`config.mk`:
```
export PLATFORM = sky130hd
export DESIGN_NAME = dual_console_irq
export DESIGN_NICKNAME = d
export VERILOG_FILES = /design/src/rtl/console_pkg.sv /design/src/rtl/console_tick_pacer.sv /design/src/rtl/console_channel.sv /design/src/rtl/console_irq_ctrl.sv /design/src/rtl/dual_console_irq.sv
export SDC_FILE = /design/constraint.sdc
export NUM_CORES = 1
export LEC_CHECK = 0
export BUFFER_PORTS_ARGS = -buffer_cell sky130_fd_sc_hd__buf_2
export CAP_MARGIN = 10
export CORE_ASPECT_RATIO = 1.1
export CORE_MARGIN = 4
export CORE_UTILIZATION = 41
export CTS_CLUSTER_DIAMETER = 100
export DETAILED_ROUTE_END_ITERATION = 10
export PLACE_DENSITY = 0.71
export SYNTH_ARGS = -nofsm -noshare
export SYNTH_HDL_FRONTEND = slang
export SYNTH_SLANG_ARGS = --single-unit
```
`constraint.sdc`:
```
create_clock -name clk -period 1 [get_ports clk]
set_input_delay 0.15 -clock clk [delete_from_list [all_inputs] [get_ports clk]]
set_output_delay 0.15 -clock clk [all_outputs]
set_load 0.01 [all_outputs]
```
`src/rtl/console_pkg.sv`:
```
// Package: console_pkg
// Shared widths, register indices and interrupt bit positions for the
// dual-channel console interrupt controller. Assumes two channels whose
// per-channel registers sit at consecutive indices from ch*CH_STRIDE.
package console_pkg;
    localparam int DW         = 8;
    localparam int AW         = 3;
    localparam int NCH        = 2;
    localparam int CH_STRIDE  = 3;

    // Per-channel offsets from the channel base index
    localparam int OFS_STAT   = 0;
    localparam int OFS_CMD    = 1;
    localparam int OFS_HOLD   = 2;

    // Shared interrupt register index
    localparam logic [AW-1:0] IDX_IRQ = 3'd6;

    // Interrupt bit positions: channel ch uses TX at 4*ch, RX at 4*ch+1
    localparam int BITS_PER_CH = 4;
    localparam int CMD_TXOFF_BIT = 3;
    localparam int STAT_RXAV_BIT = 0;
    localparam int STAT_TXRDY_BIT = 2;

    typedef struct packed {
        logic stat_rd;
        logic cmd_wr;
        logic hold_rd;
        logic hold_wr;
    } chan_acc_t;

    function automatic int tx_bit(input int ch);
        return ch * BITS_PER_CH;
    endfunction

    function automatic int rx_bit(input int ch);
        return ch * BITS_PER_CH + 1;
    endfunction
endpackage

```
`src/rtl/console_tick_pacer.sv`:
```
// Module: console_tick_pacer
// Counts tick pulses and produces a one-cycle fire on every TICK_DIV-th
// tick, wrapping the count at that point. Assumes TICK_DIV >= 2 and that
// tick is already synchronous to clk.
module console_tick_pacer #(
    parameter int TICK_DIV = 2
) (
    input  logic clk,
    input  logic rst_n,
    input  logic tick,
    output logic fire
);
    localparam int CW = (TICK_DIV > 1) ? $clog2(TICK_DIV) : 1;
    localparam logic [CW-1:0] LAST = CW'(TICK_DIV - 1);

    logic [CW-1:0] cnt;

    // Fire combinationally on the tick that reaches the last count
    assign fire = tick && (cnt == LAST);

    // Advance the tick count, wrapping to zero on the firing tick
    always_ff @(posedge clk) begin
        if (!rst_n) begin
            cnt <= '0;
        end else if (tick) begin
            if (cnt == LAST) cnt <= '0;
            else             cnt <= cnt + 1'b1;
        end
    end

    AST_FIRE_SPACED: assert property (@(posedge clk) disable iff (!rst_n)
        fire |=> !fire);
endmodule

```
`src/rtl/console_channel.sv`:
```
// Module: console_channel
// One console channel: forms its status and holding read values and
// registers its transmit, flush and receive-pop pulses. Assumes the
// access strobes are decoded one-hot by the parent.
module console_channel
    import console_pkg::*;
(
    input  logic          clk,
    input  logic          rst_n,
    input  chan_acc_t     acc,
    input  logic [DW-1:0] wdata,
    input  logic          rx_avail,
    input  logic [DW-1:0] rx_data,
    output logic [DW-1:0] stat_val,
    output logic [DW-1:0] hold_val,
    output logic [DW-1:0] tx_data,
    output logic          tx_valid,
    output logic          flush,
    output logic          rx_pop
);
    // Status word: receive-available mirrors the input, transmit always ready
    always_comb begin
        stat_val = '0;
        stat_val[STAT_RXAV_BIT]  = rx_avail;
        stat_val[STAT_TXRDY_BIT] = 1'b1;
    end

    // Holding read returns the byte presented by the receive path
    assign hold_val = rx_data;

    // Register the outgoing byte and the per-access pulses
    always_ff @(posedge clk) begin
        if (!rst_n) begin
            tx_data  <= '0;
            tx_valid <= 1'b0;
            flush    <= 1'b0;
            rx_pop   <= 1'b0;
        end else begin
            if (acc.hold_wr) tx_data <= wdata;
            tx_valid <= acc.hold_wr;
            flush    <= acc.cmd_wr && wdata[CMD_TXOFF_BIT];
            rx_pop   <= acc.hold_rd;
        end
    end

    AST_TX_FOLLOWS_WRITE: assert property (@(posedge clk) disable iff (!rst_n)
        acc.hold_wr |=> (tx_valid && tx_data == $past(wdata)));
    AST_FLUSH_NEEDS_CMD: assert property (@(posedge clk) disable iff (!rst_n)
        flush |-> $past(acc.cmd_wr));
    AST_POP_FOLLOWS_READ: assert property (@(posedge clk) disable iff (!rst_n)
        acc.hold_rd |=> rx_pop);
endmodule

```
`src/rtl/console_irq_ctrl.sv`:
```
// Module: console_irq_ctrl
// Holds the shared interrupt mask and status and the interrupt line.
// Sets status bits from masked receive arrivals and tick fires, clears
// them on holding accesses; set wins over clear in the same cycle. The
// line drops only on the acknowledge input or reset.
module console_irq_ctrl
    import console_pkg::*;
(
    input  logic          clk,
    input  logic          rst_n,
    input  logic          mask_wr,
    input  logic [DW-1:0] wdata,
    input  logic [NCH-1:0] rx_new,
    input  logic [NCH-1:0] hold_rd,
    input  logic [NCH-1:0] hold_wr,
    input  logic          tx_fire,
    input  logic          ack,
    output logic [DW-1:0] mask,
    output logic [DW-1:0] isr,
    output logic          irq
);
    logic [DW-1:0]  isr_nxt;
    logic [NCH-1:0] rx_hit;
    logic           tx_hit;
    logic           raise;

    // Next status: clears from holding accesses first, then sets override
    always_comb begin
        isr_nxt = isr;
        tx_hit  = tx_fire && (mask[tx_bit(0)] || mask[tx_bit(1)]);
        for (int ch = 0; ch < NCH; ch++) begin
            rx_hit[ch] = rx_new[ch] && mask[rx_bit(ch)];
            if (hold_rd[ch]) isr_nxt[rx_bit(ch)] = 1'b0;
            if (hold_wr[ch]) isr_nxt[tx_bit(ch)] = 1'b0;
        end
        for (int ch = 0; ch < NCH; ch++) begin
            if (rx_hit[ch]) isr_nxt[rx_bit(ch)] = 1'b1;
            if (tx_hit)     isr_nxt[tx_bit(ch)] = 1'b1;
        end
        raise = (|rx_hit) || tx_hit;
    end

    // Update mask, status and interrupt line
    always_ff @(posedge clk) begin
        if (!rst_n) begin
            mask <= '0;
            isr  <= '0;
            irq  <= 1'b0;
        end else begin
            if (mask_wr) mask <= wdata;
            isr <= isr_nxt;
            if (raise)    irq <= 1'b1;
            else if (ack) irq <= 1'b0;
        end
    end

    AST_IRQ_HAS_SOURCE: assert property (@(posedge clk) disable iff (!rst_n)
        !irq ##1 irq |-> $past(|rx_new || tx_fire));
    AST_ACK_DROPS_IRQ: assert property (@(posedge clk) disable iff (!rst_n)
        (ack && !(|rx_new) && !tx_fire) |=> !irq);
    AST_RXA_MASKED_SET: assert property (@(posedge clk) disable iff (!rst_n)
        (rx_new[0] && mask[rx_bit(0)]) |=> isr[rx_bit(0)]);
    AST_RXA_HOLD_CLEAR: assert property (@(posedge clk) disable iff (!rst_n)
        (hold_rd[0] && !rx_new[0]) |=> !isr[rx_bit(0)]);
    AST_RXB_NEEDS_MASK: assert property (@(posedge clk) disable iff (!rst_n)
        !isr[rx_bit(1)] ##1 isr[rx_bit(1)] |-> $past(mask[rx_bit(1)]));
endmodule

```
`src/rtl/dual_console_irq.sv`:
```
// Module: dual_console_irq
// Top of the dual-channel console interrupt controller: decodes the
// register bus, instantiates one channel per console and the shared
// interrupt controller and tick pacer, and muxes read data. Assumes a
// single-cycle access with combinational read data.
module dual_console_irq
    import console_pkg::*;
#(
    parameter int TICK_DIV = 2
) (
    input  logic           clk,
    input  logic           rst_n,
    input  logic           reg_en,
    input  logic           reg_wr,
    input  logic [AW-1:0]  reg_addr,
    input  logic [DW-1:0]  reg_wdata,
    output logic [DW-1:0]  reg_rdata,
    input  logic [NCH-1:0] rx_avail,
    input  logic [NCH-1:0] rx_new,
    input  logic [DW-1:0]  rx_data_a,
    input  logic [DW-1:0]  rx_data_b,
    input  logic           tick,
    output logic [DW-1:0]  tx_data_a,
    output logic [DW-1:0]  tx_data_b,
    output logic [NCH-1:0] tx_valid,
    output logic [NCH-1:0] flush,
    output logic [NCH-1:0] rx_pop,
    output logic           irq
);
    chan_acc_t      acc      [NCH];
    logic [DW-1:0]  stat_val [NCH];
    logic [DW-1:0]  hold_val [NCH];
    logic [DW-1:0]  tx_arr   [NCH];
    logic [DW-1:0]  rx_arr   [NCH];
    logic [NCH-1:0] hold_rd_v;
    logic [NCH-1:0] hold_wr_v;
    logic [DW-1:0]  mask;
    logic [DW-1:0]  isr;
    logic           tx_fire;
    logic           rd_en;
    logic           wr_en;

    assign rd_en = reg_en && !reg_wr;
    assign wr_en = reg_en &&  reg_wr;

    assign rx_arr[0] = rx_data_a;
    assign rx_arr[1] = rx_data_b;
    assign tx_data_a = tx_arr[0];
    assign tx_data_b = tx_arr[1];

    for (genvar g = 0; g < NCH; g++) begin : g_chan
        localparam logic [AW-1:0] BASE = AW'(g * CH_STRIDE);

        // Decode this channel's register accesses
        always_comb begin
            acc[g].stat_rd = rd_en && (reg_addr == BASE + AW'(OFS_STAT));
            acc[g].cmd_wr  = wr_en && (reg_addr == BASE + AW'(OFS_CMD));
            acc[g].hold_rd = rd_en && (reg_addr == BASE + AW'(OFS_HOLD));
            acc[g].hold_wr = wr_en && (reg_addr == BASE + AW'(OFS_HOLD));
        end

        assign hold_rd_v[g] = acc[g].hold_rd;
        assign hold_wr_v[g] = acc[g].hold_wr;

        console_channel u_chan (
            .clk      (clk),
            .rst_n    (rst_n),
            .acc      (acc[g]),
            .wdata    (reg_wdata),
            .rx_avail (rx_avail[g]),
            .rx_data  (rx_arr[g]),
            .stat_val (stat_val[g]),
            .hold_val (hold_val[g]),
            .tx_data  (tx_arr[g]),
            .tx_valid (tx_valid[g]),
            .flush    (flush[g]),
            .rx_pop   (rx_pop[g])
        );
    end

    console_tick_pacer #(.TICK_DIV(TICK_DIV)) u_pacer (
        .clk   (clk),
        .rst_n (rst_n),
        .tick  (tick),
        .fire  (tx_fire)
    );

    console_irq_ctrl u_irq (
        .clk     (clk),
        .rst_n   (rst_n),
        .mask_wr (wr_en && (reg_addr == IDX_IRQ)),
        .wdata   (reg_wdata),
        .rx_new  (rx_new),
        .hold_rd (hold_rd_v),
        .hold_wr (hold_wr_v),
        .tx_fire (tx_fire),
        .ack     (acc[0].stat_rd),
        .mask    (mask),
        .isr     (isr),
        .irq     (irq)
    );

    // Read data mux: status, holding and interrupt status; all else zero
    always_comb begin
        reg_rdata = '0;
        if (rd_en) begin
            if (reg_addr == IDX_IRQ) reg_rdata = isr;
            for (int ch = 0; ch < NCH; ch++) begin
                if (acc[ch].stat_rd) reg_rdata = stat_val[ch];
                if (acc[ch].hold_rd) reg_rdata = hold_val[ch];
            end
        end
    end

    AST_STAT_TXRDY: assert property (@(posedge clk) disable iff (!rst_n)
        (acc[1].stat_rd) |-> reg_rdata[STAT_TXRDY_BIT]);
    AST_BREAD_KEEPS_IRQ: assert property (@(posedge clk) disable iff (!rst_n)
        (acc[1].stat_rd && irq) |=> irq);
endmodule

```
== After elaboration in Yosys (flattened, before gate mapping) ==
Index checks and enable logic that the tools add are counted.
Storage, ports and cells
  register bits after elaboration: 34
  bits of input ports: 36
  logic and storage cells: 66
Cells by class
  equality and inequality tests: 6
  add/sub/neg operators: 1
  reduce and logical (&&, ||, !) cells: 27
  muxes and demuxes: 17
Operators with widths (number)
  $mux 8: 5
  $logic_and 1x1->1: 17
  $mux 1: 11
  $reduce_bool 2->1: 5
  $eq 3x3->1 const B: 3
  $eq 3x2->1 const B: 2
  $mux 6: 1
  $eq 3x1->1 const B: 1
  $logic_not 3->1: 1
  $logic_or 1x1->1: 2
  $reduce_or 2->1: 1
  $add 1x1->1 const B: 1
  $logic_not 1->1: 1

== Depth between registers and ports, before layout ==
  word-level depth: 8
  mapped depth: 5
  mapped depth without buffers: 3

== By module ==
From an unflattened synthesis, not the netlist that was laid out.
Second synthesis, totals
  cells, all modules: 237
  area, all modules: 2064.5 µm²
By module, submodules not included
  console_channel: seq. area each 220.2 µm², area an instance 513.0 µm², cells an instance 50, instances 2
  dual_console_irq: seq. area each 0.0 µm², area an instance 499.2 µm², cells an instance 83, instances 1
  console_irq_ctrl: seq. area each 260.2 µm², area an instance 496.7 µm², cells an instance 50, instances 1
  console_tick_pacer: seq. area each 20.0 µm², area an instance 42.5 µm², cells an instance 4, instances 1

== Worst setup path after synthesis ==
Ideal clock, no wire load.
  kind: input-to-output
  start point: input reg_addr[1]
  end point: output reg_rdata[0]
  data arrival time: 0.989 ns
  cell stages on the path: 4
  slack: -0.139 ns
  path buffers: 2
  path through: buf_4 -> nand3b_2 -> buf_2 -> a41oi_1
On the way
  word-level cells in the longest chain between the ends: 7
  elaborated cells on any way between the ends: 15
Ends and longest elaborated chain
  from (decl): RTL line dual_console_irq.sv:15  | input logic [AW-1:0] reg_addr,
  $eq 3x3->1 / $logic_not 3->1 (equally long branches): RTL line dual_console_irq.sv:107, dual_console_irq.sv:56
  $mux 6 / $logic_and 1x1->1 (equally long branches): RTL line dual_console_irq.sv:107, dual_console_irq.sv:56
  $mux 8: RTL line dual_console_irq.sv:109  | if (acc[ch].stat_rd) reg_rdata = stat_val[ch];
  $mux 8: RTL line dual_console_irq.sv:110  | if (acc[ch].hold_rd) reg_rdata = hold_val[ch];
  $mux 8: RTL line dual_console_irq.sv:109
  $mux 8 *: RTL line dual_console_irq.sv:110
  $mux 8 *: RTL line dual_console_irq.sv:106  | if (rd_en) begin
  to (decl): RTL line dual_console_irq.sv:17  | output logic [DW-1:0] reg_rdata,
Every way passes the cells marked *; elsewhere a longest branch is shown, timed or not.

== Worst setup path in the final report ==
  start point: register u_irq.isr[0]
  end point: output reg_rdata[0]
On the way
  word-level cells in the longest chain between the ends: 6
Ends and longest elaborated chain
  from (decl): RTL line console_irq_ctrl.sv:19  | output logic [DW-1:0] isr,
  from (signal assigned): RTL line console_irq_ctrl.sv:51  | isr <= isr_nxt;
  $mux 6: RTL line dual_console_irq.sv:107  | if (reg_addr == IDX_IRQ) reg_rdata = isr;
  $mux 8: RTL line dual_console_irq.sv:109
  $mux 8: RTL line dual_console_irq.sv:110
  $mux 8: RTL line dual_console_irq.sv:109
  $mux 8: RTL line dual_console_irq.sv:110
  $mux 8: RTL line dual_console_irq.sv:106
No other way between the ends.

==> summary.txt <==
status = complete, but fails checks
failing checks = setup timing
Post-Syn Area = 1470 um^2
setup ws final = -0.443 ns
largest family of logic cells by synthesized area = compound AO/OA/AOI/OAI gates
total iterations of the first detailed-routing run = 4
Worst Path Max Fanout = 2
Final Critical Period = 1.44 ns
vias in the first global route = 1529
Worst EP arrival = 1.29 ns
GR Util All Layers = 19.5%
Synth warnings = 0
CTS Root Cell = clkbuf_4
# setup viols final = 8
most common cell after layout, fill and taps aside = buf_2
Max Cap Viol = 0
Post-Synth Simple-Gate Area = 19.2%
final wirelength = 4.33 mm
power per cell area = 1120 nW/um^2
worst hold path class = input port to flip-flop
vias per cell = 5.26
Ports = 67
Pins Over Slew Limit = 0
CP Data Required Time = 0.85 ns
CTS tree = yes
XOR/XNOR Fraction of Synth Area = 1.19%
DP Area = 1970 um^2
Post-Layout Cell Count = 303
Clock transition at path regs = 0.10 ns
post-DR wirelength/cell = 14.3 um
Post-Synth Adder-Cell Area = 0%
Initial Util = 43.3%
die footprint = 4600 um^2
Slew Limit Headroom = 76.8%
Placed Instances = 290
height of the die = 70.7 um
port buffer count = 66
Starting DRT DRC Count = 22
clock buffer depth = 2
GRT Residual Overflow = 0
DRC errors left = 0
Final GP Congestion = 0.789
sequential cell area = 653 um^2
row count = 22
most frequent cells in the layout = buf_2, a21oi_1, buf_4
fin area = 2150 um^2
Vias = 1594
number of H-tree levels = 2
fin crit share = 144%
maximum VDD drop = 0.740 mV
synthesized flop and latch total = 32
Worst Tran Pin Value = 0.348 ns
Startpoint Class = flip-flop
FMAX = 0.693 GHz
maximum number of pins on one net before global-route repair = 29
hold_buf cts = 0
HPWL after DPL = 3.16 mm
RSZ-0062 raised after global routing = true
initial antenna violation count = 0
FILL cells = 305
worst-skew pair later-pin latency = 0.33 ns
post-layout util = 63.5%
clock sink count = 32
Die W = 65.0 um
final hold viol count = 0
post-synthesis cell count = 171
fin nets = 291
multiplexer area fraction after synthesis = 0%
Area growth, synth to finish = 46.7%
Layout Skew = 0.00384 ns
share of layout cells above drive strength 1 = 48.2%
DRT antenna net count = 0
core area = 3390 um^2
first-pass GRT wire length = 7.12 mm
pre-CTS WS = -0.291 ns
cts bufs inserted = 5
crit path kind = flip-flop to output pin
Leak = 0.963 nW
area of the multi-input gates = 742 um^2
Synth Area in Compound Gates = 27.3%
Distinct cells, synth = 38
Seq/Total Area, Yosys = 43.7%
Tot Pwr = 2.41 mW
Syn Nets = 207
Synth Area per Inst = 8.58 um^2
Setup crit end kind = output pin
n_diodes = 0
-- path summary, 6_finish.rpt --
kind | slack (ns) | to | startpoint | depth (start not counted)
hold reg to reg | 0.48 | g_chan[1].u_chan.tx_data[7] | g_chan[1].u_chan.tx_data[7] | 2
hold / removal | 0.07 | u_irq.isr[1] | rst_n | 2
setup reg to reg | 0.11 | u_irq.irq | u_irq.mask[4] | 2
setup / recovery | -0.44 | reg_rdata[0] | u_irq.isr[0] | 4
-- per-layer routing --
| metal | wire length, um | vias to the layer above | global-route usage, % |
|---|---|---|---|
| met5 | 0 | - | 0 |
| met4 | 51 | 0 | 6.91 |
| met3 | 336 | 6 | 5.24 |
| met2 | 2110 | 65 | 31.4 |
| met1 | 1840 | 728 | 25.2 |
| li1 | - | 795 | - |
-- flip-flops by register name, summed over array words and instances, names as in the netlist --
register,cells
g_chan.u_chan.tx_data,16
u_irq.isr,4
u_irq.mask,4
g_chan.u_chan.rx_pop,2
g_chan.u_chan.flush,2
g_chan.u_chan.tx_valid,2
u_pacer.cnt,1
u_irq.irq,1
-- kinds of logic after synthesis --
| logic type | Yosys count |
|---|---|
| buf+inv | 22 |
| flops | 32 |
| compound gates | 67 |
| xor+xnor | 2 |
| simple gates | 48 |
-- Yosys cell counts (all sizes together) --
cell type / n / area (um^2)
o211ai: 1 / 7.51
o21a: 2 / 15.0
nand3: 20 / 100
and2: 2 / 12.5
a211o: 1 / 8.76
a21oi: 25 / 125
clkbuf: 2 / 7.51
nor3: 4 / 20.0
nand4b: 1 / 8.76
nand2b: 1 / 6.26
a32o: 3 / 30.0
nor2b: 1 / 6.26
inv: 4 / 15.0
and3: 1 / 6.26
nor3b: 2 / 20.0
nand4bb: 1 / 11.3
o21ai: 24 / 120
nand3b: 1 / 11.3
and3b: 2 / 17.5
nand4: 3 / 18.8
xor2: 1 / 8.76
and4b: 1 / 10.0
nand2: 5 / 18.8
a21boi: 1 / 7.51
xnor2: 1 / 8.76
o21bai: 1 / 7.51
o41ai: 1 / 8.76
buf: 16 / 104
nor2: 3 / 13.8
a41oi: 2 / 17.5
a22o: 6 / 52.6
dfxtp: 32 / 641
-- through the flow --
| stage | setup TNS, ns | hold slack (ns) |
|---|---|---|
| after floorplan | -0.0747 | 0.268 |
| after global placement | -5.54 | 0.414 |
| after detailed placement | -5.94 | 0.417 |
| after CTS | -1.95 | 0.0667 |
| after global routing | -2.32 | 0.0724 |
| final | -1.91 | 0.0704 |
-- worst max-delay path, stage by stage, from the launching register on --
cell     delay, ns
dfxtp_2       0.34
nand2_1       0.05
a211o_1       0.26
a41oi_2       0.15
buf_2         0.16
-- layout make-up --
cell class                      count  area share [%]
Multi-Input combinational cell    117            34.5
Sequential cell                    32            30.4
Timing Repair Buffer               95            29.3
Tap cell                           48            2.79
Clock buffer                        5            1.75
Inverter                            4           0.698
Clock inverter                      2           0.582
-- power by group --
part / leakage, nW / switching [mW] / internal [mW]
logic: 0.673 / 0.204 / 0.208
registers: 0.264 / 0.00856 / 1.29
clock network: 0.0271 / 0.441 / 0.256
-- what timing repair did --
item / 4_1_cts / 5_1_grt
gates resized for setup: 23 / 9
cloned: 0 / 0
endpoints found under the setup margin: 8 / 14
pin swaps: 15 / 7
setup buffers: 6 / 1
No activity file was read; power rests on OpenSTA's default activity.
